### config.mk
export PLATFORM = sky130hd
export DESIGN_NAME = spi_regfile_slave
export DESIGN_NICKNAME = d
export VERILOG_FILES = /design/src/rtl/spi_rf_pkg.sv /design/src/rtl/spi_rf_sync.sv /design/src/rtl/spi_rf_rdsel.sv /design/src/rtl/spi_regfile_slave.sv
export SDC_FILE = /design/constraint.sdc
export NUM_CORES = 1
export LEC_CHECK = 0
export ABC_CLOCK_PERIOD_IN_PS = 2050
export CORE_AREA = 5 5 93 95
export CTS_BUF_LIST = sky130_fd_sc_hd__clkbuf_8
export CTS_CLUSTER_DIAMETER = 30
export DETAILED_ROUTE_END_ITERATION = 8
export DIE_AREA = 0 0 98 100
export DONT_BUFFER_PORTS = 1
export PLACE_DENSITY_LB_ADDON = 0.08
export SETUP_SLACK_MARGIN = 0.02
export SYNTH_ARGS = -nofsm -noshare
export SYNTH_HDL_FRONTEND = slang
export SYNTH_HIERARCHICAL = 1
export SYNTH_SLANG_ARGS = --single-unit
### constraint.sdc
create_clock -name clk -period 2.05 [get_ports clk]
set_clock_uncertainty 0.1 [all_clocks]
set_input_delay 0.3075 -clock clk [delete_from_list [all_inputs] [get_ports clk]]
set_output_delay 0.3075 -clock clk [all_outputs]
set_load 0.005 [all_outputs]
### src/rtl/spi_rf_pkg.sv
package spi_rf_pkg;

    localparam int FID_W  = 6;
    localparam int IDX_W  = 7;
    localparam int SIZE_W = IDX_W + 1;

    typedef enum logic [2:0] {
        PH_HDR0 = 3'd0,
        PH_HDR1 = 3'd1,
        PH_RD   = 3'd2,
        PH_WR   = 3'd3,
        PH_SKIP = 3'd4
    } phase_e;

    typedef struct packed {
        phase_e             phase;
        logic [2:0]         bit_cnt;
        logic [7:0]         rx;
        logic [7:0]         tx;
        logic               load_pend;
        logic               wr_mode;
        logic [FID_W-1:0]   fid;
        logic [IDX_W-1:0]   idx;
        logic               wr_en;
        logic [7:0]         wdata;
        logic               err;
        logic               sclk_prev;
        logic               cs_prev;
    } ctl_s;

endpackage

### src/rtl/spi_rf_sync.sv
module spi_rf_sync #(
    parameter int          WIDTH   = 1,
    parameter int          STAGES  = 2,
    parameter logic [63:0] RST_VAL = '0
) (
    input  logic             clk,
    input  logic             rst_n,
    input  logic [WIDTH-1:0] d,
    output logic [WIDTH-1:0] q
);

    logic [WIDTH-1:0] stage_q [STAGES];

    for (genvar s = 0; s < STAGES; s++) begin : g_stage
        logic [WIDTH-1:0] stage_d;
        if (s == 0) begin : g_first
            assign stage_d = d;
        end else begin : g_next
            assign stage_d = stage_q[s-1];
        end
        always_ff @(posedge clk or negedge rst_n) begin
            if (!rst_n) begin
                stage_q[s] <= RST_VAL[WIDTH-1:0];
            end else begin
                stage_q[s] <= stage_d;
            end
        end
    end

    assign q = stage_q[STAGES-1];

endmodule

### src/rtl/spi_rf_rdsel.sv
module spi_rf_rdsel
    import spi_rf_pkg::*;
#(
    parameter int              ID_BYTES = 4,
    parameter logic [ID_BYTES*8-1:0] ID_WORD = 32'hDECA0130
) (
    input  logic [FID_W-1:0]  fid,
    input  logic [IDX_W-1:0]  idx,
    input  logic [7:0]        ext_rdata,
    input  logic [SIZE_W-1:0] ext_size,
    output logic [7:0]        rd_byte
);

    localparam int SEL_W = (ID_BYTES > 1) ? $clog2(ID_BYTES) : 1;

    logic [7:0] id_tbl [ID_BYTES];

    for (genvar g = 0; g < ID_BYTES; g++) begin : g_id
        assign id_tbl[g] = ID_WORD[8*g +: 8];
    end

    logic [SIZE_W-1:0] idx_ext;
    assign idx_ext = {1'b0, idx};

    always_comb begin
        rd_byte = 8'h00;
        if (fid == '0) begin
            if (idx_ext < SIZE_W'(ID_BYTES)) begin
                rd_byte = id_tbl[idx[SEL_W-1:0]];
            end
        end else if (idx_ext < ext_size) begin
            rd_byte = ext_rdata;
        end
    end

endmodule

### src/rtl/spi_regfile_slave.sv
module spi_regfile_slave
    import spi_rf_pkg::*;
#(
    parameter int          SYNC_STAGES = 2,
    parameter int          ID_BYTES    = 4,
    parameter logic [31:0] ID_WORD     = 32'hDECA0130
) (
    input  logic              clk,
    input  logic              rst_n,
    input  logic              sclk,
    input  logic              mosi,
    input  logic              cs_n,
    output logic              miso,
    output logic              err,
    output logic [FID_W-1:0]  rf_id,
    output logic [IDX_W-1:0]  rf_idx,
    input  logic [7:0]        rf_rdata,
    input  logic [SIZE_W-1:0] rf_size,
    input  logic              rf_ro,
    output logic              rf_wr_en,
    output logic [7:0]        rf_wdata
);

    localparam int IN_W = 3;

    logic [IN_W-1:0] pins_raw;
    logic [IN_W-1:0] pins_s;
    logic            sclk_s;
    logic            mosi_s;
    logic            cs_s;

    assign pins_raw = {cs_n, mosi, sclk};

    spi_rf_sync #(
        .WIDTH   (IN_W),
        .STAGES  (SYNC_STAGES),
        .RST_VAL (64'd4)
    ) sync_i (
        .clk   (clk),
        .rst_n (rst_n),
        .d     (pins_raw),
        .q     (pins_s)
    );

    assign sclk_s = pins_s[0];
    assign mosi_s = pins_s[1];
    assign cs_s   = pins_s[2];

    ctl_s st_q;
    ctl_s st_d;

    logic [7:0] rd_byte;

    spi_rf_rdsel #(
        .ID_BYTES (ID_BYTES),
        .ID_WORD  (ID_WORD)
    ) rdsel_i (
        .fid       (st_q.fid),
        .idx       (st_q.idx),
        .ext_rdata (rf_rdata),
        .ext_size  (rf_size),
        .rd_byte   (rd_byte)
    );

    logic       rise;
    logic       fall;
    logic       cs_fall;
    logic       ro_sel;
    logic [7:0] byte_in;

    always_comb begin
        st_d       = st_q;
        st_d.wr_en = 1'b0;
        rise       = sclk_s & ~st_q.sclk_prev;
        fall       = ~sclk_s & st_q.sclk_prev;
        cs_fall    = st_q.cs_prev & ~cs_s;
        ro_sel     = (st_q.fid == '0) | rf_ro;
        byte_in    = {st_q.rx[6:0], mosi_s};

        st_d.sclk_prev = sclk_s;
        st_d.cs_prev   = cs_s;

        // index step after an issued write strobe
        if (st_q.wr_en) begin
            st_d.idx = st_q.idx + 1'b1;
        end

        if (cs_s) begin
            st_d.phase     = PH_HDR0;
            st_d.bit_cnt   = '0;
            st_d.tx        = '0;
            st_d.load_pend = 1'b0;
        end else begin
            if (cs_fall) begin
                st_d.err = 1'b0;
            end
            if (rise) begin
                st_d.rx      = byte_in;
                st_d.bit_cnt = st_q.bit_cnt + 1'b1;
                if (st_q.bit_cnt == 3'd7) begin
                    st_d.load_pend = 1'b1;
                    unique case (st_q.phase)
                        PH_HDR0: begin
                            st_d.fid     = byte_in[5:0];
                            st_d.wr_mode = byte_in[7];
                            st_d.idx     = '0;
                            if (byte_in[6]) begin
                                st_d.phase = PH_HDR1;
                            end else begin
                                st_d.phase = byte_in[7] ? PH_WR : PH_RD;
                            end
                        end
                        PH_HDR1: begin
                            if (byte_in[7]) begin
                                st_d.phase = PH_SKIP;
                                st_d.err   = 1'b1;
                            end else begin
                                st_d.idx   = byte_in[6:0];
                                st_d.phase = st_q.wr_mode ? PH_WR : PH_RD;
                            end
                        end
                        PH_RD: begin
                            st_d.idx = st_q.idx + 1'b1;
                        end
                        PH_WR: begin
                            if (ro_sel) begin
                                st_d.idx = st_q.idx + 1'b1;
                            end else begin
                                st_d.wr_en = 1'b1;
                                st_d.wdata = byte_in;
                            end
                        end
                        default: begin
                        end
                    endcase
                end
            end
            if (fall) begin
                if (st_q.load_pend) begin
                    st_d.load_pend = 1'b0;
                    st_d.tx        = (st_q.phase == PH_RD) ? rd_byte : 8'h00;
                end else begin
                    st_d.tx = {st_q.tx[6:0], 1'b0};
                end
            end
        end
    end

    always_ff @(posedge clk or negedge rst_n) begin
        if (!rst_n) begin
            st_q           <= '0;
            st_q.phase     <= PH_HDR0;
            st_q.cs_prev   <= 1'b1;
        end else begin
            st_q <= st_d;
        end
    end

    assign miso     = st_q.tx[7];
    assign err      = st_q.err;
    assign rf_id    = st_q.fid;
    assign rf_idx   = st_q.idx;
    assign rf_wr_en = st_q.wr_en;
    assign rf_wdata = st_q.wdata;

endmodule

==> flow_metrics.env, run 1 <==
export IMPL_hpwl_um=4670
export IMPL_synthesis_area_mm2=0.00289
export IMPL_ys_types=45
export IMPL_setup_ws_ps=-72.1
export IMPL_grt_pass1_wl_um=10900
export IMPL_synth_seq_area_share=0.469
export IMPL_die_h_um=100
export IMPL_cap_viol_max_count=0
export IMPL_nFillCells=735
export IMPL_antennaDiodeCount=0
export IMPL_dr_pass1_iters=4
export IMPL_grt_setup_unrepaired="true"
export IMPL_antenna_found_initial=0
export IMPL_maxSlewViolCount=0
export IMPL_end_kind="register"
export IMPL_dp_cells=373
export IMPL_numPortBuffers=0
export IMPL_setup_viol=16
export IMPL_synth_most_common_cell="dfrtp_1"
export IMPL_holdWs_ps=168
export IMPL_worstSetupPathType="reg -> reg"
export IMPL_finalHoldViolCount=0
export IMPL_maxSlewHeadroom=0.599
export IMPL_drive_above_1_share=0.362
export IMPL_avgRoutedWirePerCell_um=16.8
export IMPL_cts_tree="yes"
export IMPL_ant_nets=0
export IMPL_drtIter0Drc=57
export IMPL_grt_pass1_vias=2134
export IMPL_grt_usage=0.136
export IMPL_viasPerCell=5.13
export IMPL_cts_sinks=54
export IMPL_violations="negative setup slack"
export IMPL_grt_start_max_net_pins=55
export IMPL_core_area_mm2=0.00765
export IMPL_io_pin_count=46
export IMPL_synth_largest_area_cell="dfrtp_1"
export IMPL_nets=323
export IMPL_period_share=1.04
export IMPL_regArea_mm2=0.00136
export IMPL_syn_num_nets=305
export IMPL_numCtsBuffers=5
export IMPL_r2r_start="rf_id[1]"
export IMPL_power_mw=2.30
export IMPL_async_reset_ff_frac=1.00
export IMPL_dieWidth_um=98
export IMPL_area_delta_synth_final_pct=23.7
export IMPL_synth_seq_cells=54
export IMPL_critPathRequiredTime_ps=2160
export IMPL_clk_pin_slew_ps=100
export IMPL_vias=2010
export IMPL_hold_path_class="in -> reg"
export IMPL_netlist_area_leader_share=0.442
export IMPL_start_util=0.378
export IMPL_grt_overflow=0
export IMPL_die_area_mm2=0.00980
export IMPL_timing_rr_end="rf_idx[0]"
export IMPL_period_needed_ps=2120
export IMPL_critPathMaxFanout=9
export IMPL_hold_depth=4
export IMPL_r2r_slack_ps=-70
export IMPL_worstHoldStart="rf_rdata[0]"
export IMPL_rows=32
export IMPL_synth_area_leaders="dfrtp_1 44%, mux2_2 8.6%, buf_4 5.5%"
export IMPL_synth_edff_count=0
export IMPL_stdcell_count=392
export IMPL_min_to="st_q[27]"
export IMPL_leakage_nw=1.65
export IMPL_clock_latency_ps=310
export IMPL_p_per_area_mw_per_mm2=643
export IMPL_worstPathArrival_ps=2230
export IMPL_final_area_mm2=0.00357
export IMPL_cts_buffer_depth=2
export IMPL_tightest_slew_ps=600
export IMPL_fmax_mhz=471
export IMPL_postPlaceCellArea_mm2=0.00308
export IMPL_outcome="complete, but fails checks"
export IMPL_route_detailed_drc=0
export IMPL_h_tree_depth=2
export IMPL_dominantRegCellSynth="dfrtp_1"
export IMPL_ys_warn_count=6
export IMPL_startpoint_type="register"
export IMPL_tns_ps=-386
export IMPL_wirelength_um=6570
export IMPL_worst_r2r_path_depth=6
export IMPL_syn_inst=271
export IMPL_multi_input_area_mm2=0.00153
export IMPL_syn_area_per_cell_um2=10.7
export IMPL_gp_congestion=0.819
export IMPL_root_buffer="clkbuf_8"
export IMPL_vdd_drop_max_uv=367
export IMPL_synth_top_cells_by_count="51 x dfrtp_1, 22 x mux2_2, 21 x buf_4"
## worst max-delay path, cell delays in order (launching register included)
cell	delay (ps)
dfrtp_1	390
or4_4	540
or3_4	370
a311oi_4	220
buf_6	170
o21ai_1	60
a21o_1	180
## per-layer routing
| layer | global-route usage | vias up | part of all wire |
|---|---|---|---|
| li1 | - | 990 | - |
| met1 | 0.183 | 976 | 0.47 |
| met2 | 0.210 | 39 | 0.46 |
| met3 | 0.0459 | 5 | 0.062 |
| met4 | 0.0383 | 0 | 0.0090 |
| met5 | 0 | - | 0 |
## flip-flops by register name, indices dropped and copies added (netlist names)
signal / count
sync_i/g_stage.stage_d: 3
st_q: 17
rf_wr_en: 1
sync_i/q: 3
miso: 1
rf_wdata: 8
byte_in: 7
err: 1
rf_id: 6
rf_idx: 7
## area by class of cell
| class | count | area share |
|---|---|---|
| clock buffer | 6 | 0.0231 |
| clock inverter | 2 | 0.0168 |
| inverter | 15 | 0.0158 |
| multi-input combinational | 174 | 0.428 |
| sequential | 54 | 0.379 |
| tap | 102 | 0.0357 |
| timing repair buffer | 39 | 0.102 |
## worst max path at each step
stage                         from        end  cells past startpoint
final                     rf_id[1]  rf_idx[0]                      6
after global routing      st_q[44]  rf_idx[0]                      9
after CTS                 rf_id[1]  rf_idx[0]                      6
after detailed placement  st_q[44]  rf_idx[0]                      9
after global placement    rf_id[1]  rf_idx[0]                      6
after floorplan           rf_id[1]  rf_idx[0]                      5
## cells by family after synthesis
| logic type | share of synthesized area |
|---|---|
| AND/OR/NAND/NOR | 0.146 |
| flip-flops | 0.469 |
| AO/OA/AOI/OAI | 0.132 |
| buffers and inverters | 0.0831 |
| multiplexers | 0.0961 |
| adder cells (fa/ha/maj) | 0.0520 |
| XOR/XNOR | 0.0212 |
## what timing repair did
item	4_1_cts	5_1_grt
gates resized for setup	16	20
hold buffers	5	0
pin swaps	9	11
buffers inserted	2	4
endpoints found under the setup margin	25	30
hold endpoints to repair	57	0
## cells in the final DEF (no fill, tap or decap), drive strengths merged, types with 2 or more instances in the layout
cell type,netlist,layout
dlygate4sd3,0,4
o31ai,9,9
bufinv,0,2
dfrtp,51,51
buf,22,35
nor2b,3,3
o21ai,8,8
a211oi,2,2
nand3,6,6
inv,15,15
nor4,3,3
clkbuf,6,6
a22o,2,2
nor2,18,18
nand2,20,20
a22oi,4,4
xor2,7,7
o211a,2,2
dfstp,3,3
and4b,2,2
nor3,11,11
o22ai,5,5
nand2b,4,4
mux2,22,22
a221oi,7,7
mux2i,3,3
and3,5,5
ha,12,12
a21oi,9,9
or3,3,3
## metrics by stage
stage                      util  worst slack [ps]
final                     0.467             -72.1
after CTS                 0.443             -84.7
after global routing      0.467              -176
after detailed placement  0.402              -112
after floorplan               -             -74.8
after global placement    0.402             -72.6
## power breakdown
part,switching (mW),internal [mW],total [mW]
logic,0.0854,0.0974,0.183
registers,0.105,1.14,1.25
clock network,0.351,0.521,0.872
total,0.541,1.76,2.30
Power figures use the tool's default switching activity.
==> inputs of run 2 (changes only) <==
ABC_AREA = 1   (was unset)
CORE_AREA = 5 5 97 99   (was 5 5 93 95)
DIE_AREA = 0 0 102 104   (was 0 0 98 100)
==> run 2 against run 1 <==
  * The flow now finishes without violations
  * Via count increased by 18%
  * Total power fell by 11%
  * Sequential power is 9% lower
  * Highest routed layer unchanged
==> flow_metrics.env, run 2 <==
export IMPL_ys_warn_count=6
export IMPL_antennaDiodeCount=0
export IMPL_grt_pass1_vias=2211
export IMPL_area_delta_synth_final_pct=5.54
export IMPL_largest_reg_flops=17
export IMPL_final_common_cell="nand2_1"
export IMPL_dieWidth_um=102
export IMPL_avgRoutedWirePerCell_um=14.0
export IMPL_wirelength_um=6940
export IMPL_synth_edff_count=0
export IMPL_vias=2366
export IMPL_cts_buffer_depth=2
export IMPL_critPathMaxFanout=8
export IMPL_ys_types=33
export IMPL_setup_viol=0
export IMPL_dp_cells=481
export IMPL_synthesis_area_mm2=0.00316
export IMPL_final_core_util=0.394
export IMPL_die_h_um=104
export IMPL_maxSlewViolCount=0
export IMPL_tightest_slew_ps=354
export IMPL_syn_inst=393
export IMPL_start_util=0.373
export IMPL_synth_most_common_cell="nand2_1"
export IMPL_synth_area_leaders="dfrtp_1 40%, nand2_1 13%, nand3_1 5.7%"
export IMPL_grt_overflow=0
export IMPL_clock_latency_ps=310
export IMPL_rows=34
export IMPL_numPortBuffers=0
export IMPL_clk_pin_slew_ps=110
export IMPL_top_register="st_q"
export IMPL_leakage_nw=1.74
export IMPL_drive_above_1_share=0.150
export IMPL_root_buffer="clkbuf_8"
export IMPL_dr_pass1_iters=4
export IMPL_io_pin_count=46
export IMPL_core_area_mm2=0.00847
export IMPL_vdd_drop_max_uv=422
export IMPL_synth_seq_area_share=0.429
export IMPL_holdWs_ps=252
export IMPL_worstSetupPathType="reg -> reg"
export IMPL_grt_usage=0.134
export IMPL_grt_pass1_wl_um=11500
export IMPL_worstPathArrival_ps=1920
export IMPL_netlist_area_leader_share=0.404
export IMPL_grt_setup_unrepaired="false"
export IMPL_numCtsBuffers=5
export IMPL_cts_tree="yes"
export IMPL_synth_seq_cells=54
export IMPL_grt_start_max_net_pins=55
export IMPL_p_per_area_mw_per_mm2=613
export IMPL_synth_largest_area_cell="dfrtp_1"
export IMPL_outcome="complete, no violations"
export IMPL_viasPerCell=4.79
export IMPL_syn_area_per_cell_um2=8.04
export IMPL_synth_top_cells_by_count="113 x nand2_1, 51 x dfrtp_1, 47 x inv_1"
export IMPL_startpoint_type="register"
export IMPL_hold_path_class="in -> reg"
export IMPL_period_needed_ps=1820
export IMPL_route_detailed_drc=0
export IMPL_die_area_mm2=0.0106
export IMPL_nets=419
export IMPL_hpwl_um=5160
export IMPL_cts_sinks=54
export IMPL_end_kind="register"
export IMPL_syn_num_nets=427
export IMPL_dominantRegCellSynth="dfrtp_1"
export IMPL_stdcell_count=494
export IMPL_async_reset_ff_frac=1.00
export IMPL_tns_ps=0
export IMPL_period_share=0.887
export IMPL_cts_setup_buffers=0
export IMPL_drtIter0Drc=70
export IMPL_finalHoldViolCount=0
export IMPL_maxSlewHeadroom=0.763
export IMPL_fmax_mhz=550
export IMPL_critPathRequiredTime_ps=2150
export IMPL_ant_nets=0
export IMPL_layout_common_cells="113 x nand2_1, 51 x dfrtp_1, 47 x inv_1"
export IMPL_antenna_found_initial=0
export IMPL_h_tree_depth=2
export IMPL_gp_congestion=0.767
export IMPL_cap_viol_max_count=0
## run 2: cell count changes in the layout (fill, tap and decap cells not counted), moves of 14 or more
cell,before,now
mux2_2,22,0
buf_4,30,6
o21ai_2,1,15
nand3_1,5,36
nand2_1,18,113
o21ai_0,3,19
inv_1,15,47
## run 2: routing by layer
| metal | part of all wire | GRT usage |
|---|---|---|
| met5 | 0 | 0 |
| met4 | 0.011 | 0.0309 |
| met1 | 0.48 | 0.186 |
| met2 | 0.45 | 0.205 |
| met3 | 0.066 | 0.0369 |
## run 2: area by class of cell
| cell class | count | area [um2] |
|---|---|---|
| Tap cell | 108 | 135 |
| Clock buffer | 5 | 68.8 |
| Inverter | 53 | 199 |
| Sequential cell | 54 | 1360 |
| Timing Repair Buffer | 11 | 113 |
| Multi-Input combinational cell | 260 | 1420 |
| Fill cell | 881 | 5130 |
| Clock inverter | 3 | 47.5 |
## run 2: where the power goes
group / internal (mW) / switching, mW / total, mW / leakage (nW)
clock network: 0.373 / 0.383 / 0.757 / 0.0591
logic: 0.0404 / 0.104 / 0.144 / 0.966
registers: 1.11 / 0.0356 / 1.14 / 0.716
## run 2: logic make-up after synthesis
logic type	Yosys count	synth area share
buffers and inverters	79	0.123
and+or+nand+nor	196	0.290
AOI/OAI and AO/OA	52	0.110
DFF	54	0.429
adders and majority gates	12	0.0475
## run 2: per-stage QoR
step	setup WS (ps)	total power [mW]	cell area, um2
2_1_floorplan	450	1.24	3160
3_3_place_gp	249	1.28	3150
3_5_place_dp	202	1.28	3150
4_1_cts	178	2.08	3330
5_1_grt	24.4	2.14	3330
6_report	231	2.04	3330
## run 2: final timing paths
path	from	endpoint	slack (ps)	cells past startpoint
max in group asynchronous	rst_n	sync_i/g_stage[1].stage_d[2]	1140	2
max reg2reg	rf_idx[6]	st_q[32]	230	9
max	rf_idx[6]	st_q[32]	230	9
min	rf_rdata[0]	st_q[27]	250	6
min in group asynchronous	rst_n	byte_in[2]	410	2
min reg2reg	sync_i/g_stage[1].stage_d[0]	sync_i/q[0]	260	0
## run 2: what timing repair did
action	CTS	global route
resized for setup	0	1
hold endpoints to repair	57	0
endpoints found under the setup margin	0	1
hold buffers	5	0
## run 2: critical path: stages (launching register included)
cell and delay [ps]:
dfrtp_1 450, ha_1 340, inv_1 50, nor2_1 70, and3_1 170, nand2_2 130, nand3_1 100, nand2_1 50
a22oi_1 160, o21ai_0 100
